### config.mk
export PLATFORM = sky130hd
export DESIGN_NAME = intpri_ctrl
export DESIGN_NICKNAME = d
export VERILOG_FILES = /design/src/rtl/intpri_pkg.sv /design/src/rtl/intpri_sampler.sv /design/src/rtl/intpri_arbiter.sv /design/src/rtl/intpri_service.sv /design/src/rtl/intpri_ctrl.sv
export SDC_FILE = /design/constraint.sdc
export NUM_CORES = 1
export LEC_CHECK = 0
export CORE_AREA = 5 5 42 44
export CTS_BUF_LIST = sky130_fd_sc_hd__clkbuf_4 sky130_fd_sc_hd__clkbuf_8
export CTS_CLUSTER_DIAMETER = 30
export DETAILED_ROUTE_END_ITERATION = 10
export DIE_AREA = 0 0 47 49
export DONT_BUFFER_PORTS = 1
export PLACE_DENSITY = 0.68
export REMOVE_ABC_BUFFERS = 1
export SLEW_MARGIN = 15
export SYNTH_ARGS = -nofsm -noshare
export SYNTH_HDL_FRONTEND = slang
export SYNTH_SLANG_ARGS = --single-unit
### constraint.sdc
create_clock -name clk -period 1.8 [get_ports clk]
set_input_delay 0 -clock clk [delete_from_list [all_inputs] [get_ports clk]]
set_output_delay 0 -clock clk [all_outputs]
set_load 0.005 [all_outputs]
### src/rtl/intpri_pkg.sv
package intpri_pkg;

    localparam int NUM_SRC = 6;
    localparam int NUM_RAW = 8;
    localparam int NUM_LVL = 2;
    localparam int IDX_W   = $clog2(NUM_SRC);
    localparam int LVL_W   = $clog2(NUM_LVL);

    typedef logic [NUM_SRC-1:0] src_vec_t;
    typedef logic [NUM_RAW-1:0] raw_vec_t;
    typedef logic [IDX_W-1:0]   src_idx_t;

    typedef enum logic [LVL_W-1:0] {
        LVL_LO = 1'b0,
        LVL_HI = 1'b1
    } lvl_e;

    typedef struct packed {
        logic     valid;
        lvl_e     lvl;
        src_idx_t idx;
    } call_t;

    // Fold the paired peripheral flags onto single sources.
    function automatic src_vec_t merge_raw(input raw_vec_t raw);
        src_vec_t v;
        v[3:0] = raw[3:0];
        v[4]   = raw[4] | raw[5];
        v[5]   = raw[6] | raw[7];
        return v;
    endfunction

    // Lowest-numbered set bit wins.
    function automatic src_idx_t first_set(input src_vec_t v);
        src_idx_t r;
        r = '0;
        for (int i = NUM_SRC - 1; i >= 0; i--) begin
            if (v[i]) r = src_idx_t'(i);
        end
        return r;
    endfunction

endpackage

### src/rtl/intpri_sampler.sv
module intpri_sampler
    import intpri_pkg::*;
(
    input  logic     clk,
    input  logic     rst,
    input  logic     samp_stb,
    input  raw_vec_t raw_flags,
    output src_vec_t snap
);

    src_vec_t snap_q;

    always_ff @(posedge clk) begin
        if (rst) begin
            snap_q <= '0;
        end else if (samp_stb) begin
            snap_q <= merge_raw(raw_flags);
        end
    end

    assign snap = snap_q;

endmodule

### src/rtl/intpri_arbiter.sv
module intpri_arbiter
    import intpri_pkg::*;
(
    input  logic     clk,
    input  logic     rst,
    input  src_vec_t snap,
    input  src_vec_t src_en,
    input  logic     glob_en,
    input  src_vec_t src_prio,
    input  logic     poll_stb,
    input  logic     instr_last,
    input  logic     instr_reti,
    input  logic     instr_cfg_wr,
    input  logic     ins_hi,
    input  logic     ins_lo,
    output call_t    issue
);

    src_vec_t           cand     [NUM_LVL];
    logic [NUM_LVL-1:0] lvl_any;
    src_idx_t           lvl_idx  [NUM_LVL];
    logic               boundary_ok;

    generate
        for (genvar l = 0; l < NUM_LVL; l++) begin : g_lvl
            if (l == int'(LVL_HI)) begin : g_hi
                assign cand[l] = snap & src_en & src_prio & {NUM_SRC{glob_en}};
            end else begin : g_lo
                assign cand[l] = snap & src_en & ~src_prio & {NUM_SRC{glob_en}};
            end
            assign lvl_any[l] = |cand[l];
            assign lvl_idx[l] = first_set(cand[l]);
        end
    endgenerate

    assign boundary_ok = poll_stb & instr_last & ~instr_reti & ~instr_cfg_wr;

    always_comb begin
        issue = '0;
        if (boundary_ok) begin
            if (lvl_any[LVL_HI] && !ins_hi) begin
                issue.valid = 1'b1;
                issue.lvl   = LVL_HI;
                issue.idx   = lvl_idx[LVL_HI];
            end else if (lvl_any[LVL_LO] && !ins_hi && !ins_lo) begin
                issue.valid = 1'b1;
                issue.lvl   = LVL_LO;
                issue.idx   = lvl_idx[LVL_LO];
            end
        end
    end

    // the called source was sampled and is enabled
    a_r5_issue_enabled: assert property (@(posedge clk) disable iff (rst)
        issue.valid |-> (glob_en && src_en[issue.idx] && snap[issue.idx]));

    // a low-level call never passes over an eligible high-level request
    a_r3_high_first: assert property (@(posedge clk) disable iff (rst)
        (issue.valid && issue.lvl == LVL_LO) |-> ((snap & src_en & src_prio) == '0 || !glob_en));

endmodule

### src/rtl/intpri_service.sv
module intpri_service
    import intpri_pkg::*;
(
    input  logic  clk,
    input  logic  rst,
    input  call_t issue,
    input  logic  poll_stb,
    input  logic  instr_last,
    input  logic  instr_reti,
    output logic  ins_hi,
    output logic  ins_lo
);

    logic [NUM_LVL-1:0] ins_q;
    logic [NUM_LVL-1:0] ins_d;
    logic               ret_now;
    logic               cleared;

    assign ret_now = poll_stb & instr_last & instr_reti;

    always_comb begin
        ins_d   = ins_q;
        cleared = 1'b0;
        if (issue.valid) begin
            ins_d[issue.lvl] = 1'b1;
        end else if (ret_now) begin
            for (int l = NUM_LVL - 1; l >= 0; l--) begin
                if (!cleared && ins_q[l]) begin
                    ins_d[l] = 1'b0;
                    cleared  = 1'b1;
                end
            end
        end
    end

    always_ff @(posedge clk) begin
        if (rst) begin
            ins_q <= '0;
        end else begin
            ins_q <= ins_d;
        end
    end

    assign ins_hi = ins_q[LVL_HI];
    assign ins_lo = ins_q[LVL_LO];

    // no call into a level that is blocked by nesting
    a_r9_no_equal_nesting: assert property (@(posedge clk) disable iff (rst)
        (issue.valid && issue.lvl == LVL_LO) |-> (ins_q == '0));

    a_r9_high_not_preempted: assert property (@(posedge clk) disable iff (rst)
        issue.valid |-> !ins_q[LVL_HI]);

    // low flag drops only when no high service was open
    a_r10_high_released_first: assert property (@(posedge clk) disable iff (rst)
        $fell(ins_q[LVL_LO]) |-> !$past(ins_q[LVL_HI]));

    // a flag drops only on a return at an instruction end
    a_r10_clear_needs_return: assert property (@(posedge clk) disable iff (rst)
        $fell(ins_q[LVL_HI]) |-> $past(ret_now));

endmodule

### src/rtl/intpri_ctrl.sv
module intpri_ctrl
    import intpri_pkg::*;
(
    input  logic                clk,
    input  logic                rst,
    input  logic [NUM_RAW-1:0]  raw_flags,
    input  logic [NUM_SRC-1:0]  src_en,
    input  logic                glob_en,
    input  logic [NUM_SRC-1:0]  src_prio,
    input  logic                samp_stb,
    input  logic                poll_stb,
    input  logic                instr_last,
    input  logic                instr_reti,
    input  logic                instr_cfg_wr,
    output logic                call_req,
    output logic [IDX_W-1:0]    call_idx,
    output logic                call_hi,
    output logic                ins_hi,
    output logic                ins_lo
);

    src_vec_t snap;
    call_t    issue;
    call_t    call_q;

    intpri_sampler u_sampler (
        .clk       (clk),
        .rst       (rst),
        .samp_stb  (samp_stb),
        .raw_flags (raw_flags),
        .snap      (snap)
    );

    intpri_arbiter u_arbiter (
        .clk          (clk),
        .rst          (rst),
        .snap         (snap),
        .src_en       (src_en),
        .glob_en      (glob_en),
        .src_prio     (src_prio),
        .poll_stb     (poll_stb),
        .instr_last   (instr_last),
        .instr_reti   (instr_reti),
        .instr_cfg_wr (instr_cfg_wr),
        .ins_hi       (ins_hi),
        .ins_lo       (ins_lo),
        .issue        (issue)
    );

    intpri_service u_service (
        .clk        (clk),
        .rst        (rst),
        .issue      (issue),
        .poll_stb   (poll_stb),
        .instr_last (instr_last),
        .instr_reti (instr_reti),
        .ins_hi     (ins_hi),
        .ins_lo     (ins_lo)
    );

    // One machine cycle of call presentation: reloaded at every polling edge.
    always_ff @(posedge clk) begin
        if (rst) begin
            call_q <= '0;
        end else if (poll_stb) begin
            call_q <= issue;
        end
    end

    assign call_req = call_q.valid;
    assign call_idx = call_q.idx;
    assign call_hi  = (call_q.lvl == LVL_HI);

    // outputs move only at polling edges
    a_r12_stable_between_polls: assert property (@(posedge clk) disable iff (rst)
        (!$past(poll_stb) && !$past(rst)) |-> ($stable(call_req) && $stable(call_idx) && $stable(call_hi)));

    // a new call follows a polling edge at an instruction end
    a_r7_call_needs_last: assert property (@(posedge clk) disable iff (rst)
        ($rose(call_req) && !$past(rst)) |-> $past(poll_stb && instr_last));

    // no call right after a return or a settings write
    a_r8_no_call_on_block: assert property (@(posedge clk) disable iff (rst)
        ($rose(call_req) && !$past(rst)) |-> !$past(instr_reti || instr_cfg_wr));

    // index and level read zero when no call is held
    a_r12_idle_zero: assert property (@(posedge clk) disable iff (rst)
        !call_req |-> (call_idx == '0 && !call_hi));

endmodule

==> results_dict.tcl <==
set metrics [dict create \
    start_kind "register" \
    routabilityCongestion 0.876 \
    drt_wl_total_mm 1.95 \
    min_path_cells 2 \
    synth.ff_latch_count 13 \
    fp.dieArea_um2 2300 \
    worstPathRequired_ns 2.01 \
    syn_area_um2 728 \
    use_met3_pct 4.43 \
    area_delta_synth_final_pct 22.7 \
    worstRegToRegCells 4 \
    met1_usage_pct 20.8 \
    fin_skew_ns 0.0110 \
    cts_tree "yes" \
    postRouteAntennaNets 0 \
    use_met2_pct 30.3 \
    cts.htree.levels 1 \
    worstSetupPathType "register to register" \
    path_depth 4 \
    cts_buffers 3 \
    setup.worst_path.start "u_service.ins_q[1]$_SDFFE_PP0P_" \
    max_freq_mhz 625 \
    slew_violations 0 \
    worst_pin_slew_ns 0.500 \
    drc 0 \
    rsz0062_at_grt "false" \
    firstDrtPassIters 4 \
    cp_top_family "simple AND/OR/NAND/NOR gates" \
    cts_sinks 13 \
    min_period_ns 1.60 \
    core.rowCount 14 \
    die_h_um 49 \
    wl_per_cell_um 16.1 \
    antenna_found_initial 0 \
    endpoint_kind "register" \
    start_util_pct 52.0 \
    r2r-start "u_service.ins_q[1]$_SDFFE_PP0P_" \
    top_usage_layer "met2" \
    synth_top_area_share_pct 35.7 \
    finalPower_uw 581 \
    crit_slowest_cell "or4_4" \
    r2r-end "u_service.ins_q[0]$_SDFFE_PP0P_" \
    post_cts.repair.setup_buffers 0 \
    ys_types 32 \
    worst-path-buf-inv 0 \
    setup_viol 0 \
    synth.top_cells.by_area "dfxtp_1, nor2_1, mux2i_1" \
    drive_above_1_share_pct 8.57 \
    slew_headroom_pct 66.6 \
    drtIter0Drc 10 \
    grt-ovfl-total 0 \
    synth_top_area_cell "dfxtp_1" \
    slowest_delay_ns 0.58 \
    yosysWarnings 0 \
    endpoint "u_service.ins_q[0]$_SDFFE_PP0P_" \
    grt_usage_pct 18.4 \
    clock-root-buffer "clkbuf_4" \
    peakVddDrop_mv 0.439 \
    core_area_um2 1400 \
    cts_resized 0 \
    dieWidth_um 47 \
    crit_chain "or4_4 -> a311oi_2 -> nand2_1 -> a21oi_1" \
    place_hpwl_mm 1.41 \
    grt_start_max_net_pins 14 \
    ys_seq_area_share_pct 35.7 \
    nFillCells 124 \
    port_buffers 0 \
    drv_cap 0 \
    pin_count 35 \
    vias_per_cell 6.08 \
    hold_viol_final 0 \
    clkSlewWorstSetupHoldPaths_ns 0.09 \
    nets 134 \
    fin_setup_tns_ns 0 \
    status "complete, no violations" \
    clk_path_buf_depth 2 \
    crit_fanout 7 \
    n_antenna_cell 0 \
    arrival_ns 1.80 \
    reg2reg_slack_ns 0.20 \
    powerDensity_nw_per_um2 650 \
    synth.avg_cell_area_um2 8.00 \
    clk_latency_ns 0.28 \
    syn_inst 91 \
    p_leak_uw 0.000339 \
    post-route-period-util_pct 88.8 \
    first_global_vias 732 \
    vias 736 \
    grt_first_pass_wirelength_mm 3.08 \
    utilization_pct 63.7 \
    hold_class "primary input to register" \
]
power breakdown:
part	internal (µW)	leakage, µW	switching [µW]
registers	297	0.000106	7.52
logic	41.6	0.000214	33.1
clock network	101	0.0000184	100
total	440	0.000339	141
metrics by stage:
stage / cells / hold WS (ns) / cell area, µm² / setup slack, ns
detailed placement: 104 / 0.0737 / 733 / 0.238
global route: 121 / 0.00814 / 893 / 0.0892
CTS: 121 / 0.0108 / 893 / 0.205
global placement: 104 / 0.0720 / 733 / 0.273
floorplan: 88 / 0.0691 / 713 / 0.348
finish: 121 / 0.0126 / 893 / 0.201
worst min-delay path by stage:
stage               from                               to
detailed placement   rst            call_req$_SDFFE_PP0P_
floorplan            rst             call_hi$_SDFFE_PP0P_
CTS                  rst         call_idx[0]$_SDFFE_PP0P_
global route         rst         call_idx[0]$_SDFFE_PP0P_
finish               rst         call_idx[0]$_SDFFE_PP0P_
global placement     rst  u_service.ins_q[1]$_SDFFE_PP0P_
timing repair:
| action | CTS | global route |
|---|---|---|
| setup endpoints to repair | 0 | 0 |
| hold buffers | 13 | 0 |
| hold endpoints to repair | 12 | 0 |
cell families after synthesis:
group                  Yosys count  share of synthesized area [%]
AOI/OAI and AO/OA               25                           23.7
buffers and inverters            5                           3.09
DFF                             13                           35.7
muxes                            4                           5.50
and+or+nand+nor                 44                           32.0
cells in the final DEF (no fill, tap or decap), drive strengths merged:
cell         instances
a311oi               1
dlygate4sd3         13
a211oi               3
o21a                 1
and4                 1
o41ai                1
nand3b               1
clkbuf               4
o22a                 1
a21oi                7
a41o                 1
nand4b               1
nor2b                1
dfxtp               13
mux2i                4
o31ai                1
o21ai                5
a21boi               1
nand3                4
nor2                16
o22ai                1
and2b                1
or4                  2
nand2b               1
nand4                6
o21bai               1
and4b                2
inv                  2
a31oi                1
nand2                8
cell usage after synthesis:
| cell type | count |
|---|---|
| nand2b_1 | 1 |
| a31oi_1 | 1 |
| nand2_1 | 8 |
| a211oi_1 | 3 |
| or4_1 | 1 |
| nor2b_1 | 1 |
| dfxtp_1 | 13 |
| and2b_2 | 1 |
| inv_1 | 2 |
| a311oi_2 | 1 |
| nand4_1 | 6 |
| a21oi_1 | 7 |
| a41o_1 | 1 |
| o41ai_1 | 1 |
| buf_4 | 1 |
| nor2_1 | 16 |
| o22a_2 | 1 |
| o21a_1 | 1 |
| o22ai_1 | 1 |
| clkbuf_1 | 2 |
| or4_4 | 1 |
| a21boi_0 | 1 |
| mux2i_1 | 4 |
| and4b_1 | 2 |
| nand3b_1 | 1 |
| nand3_1 | 4 |
| o31ai_1 | 1 |
| and4_1 | 1 |
| nand4b_1 | 1 |
| o21bai_2 | 1 |
| o21ai_1 | 1 |
| o21ai_0 | 4 |
routing by layer:
metal,wire length (µm),up-vias
met4,40,0
li1,-,374
met5,0,-
met2,979,28
met1,755,330
met3,174,4
flip-flops by register name (all words and copies together), names as in the netlist:
signal	flops
call_hi	1
u_service.ins_q	2
u_sampler.snap	6
call_req	1
call_idx	3
layout make-up:
cell class | count | area [µm²] | share of cell area [%]
multi-input cells | 73 | 445 | 49.9
flip-flops and latches | 13 | 260 | 29.1
repair buffers | 13 | 130 | 14.6
clock buffers | 4 | 30.0 | 3.36
well taps | 16 | 20.0 | 2.24
inverters | 2 | 7.51 | 0.840
No activity file was read; power rests on OpenSTA's default activity.
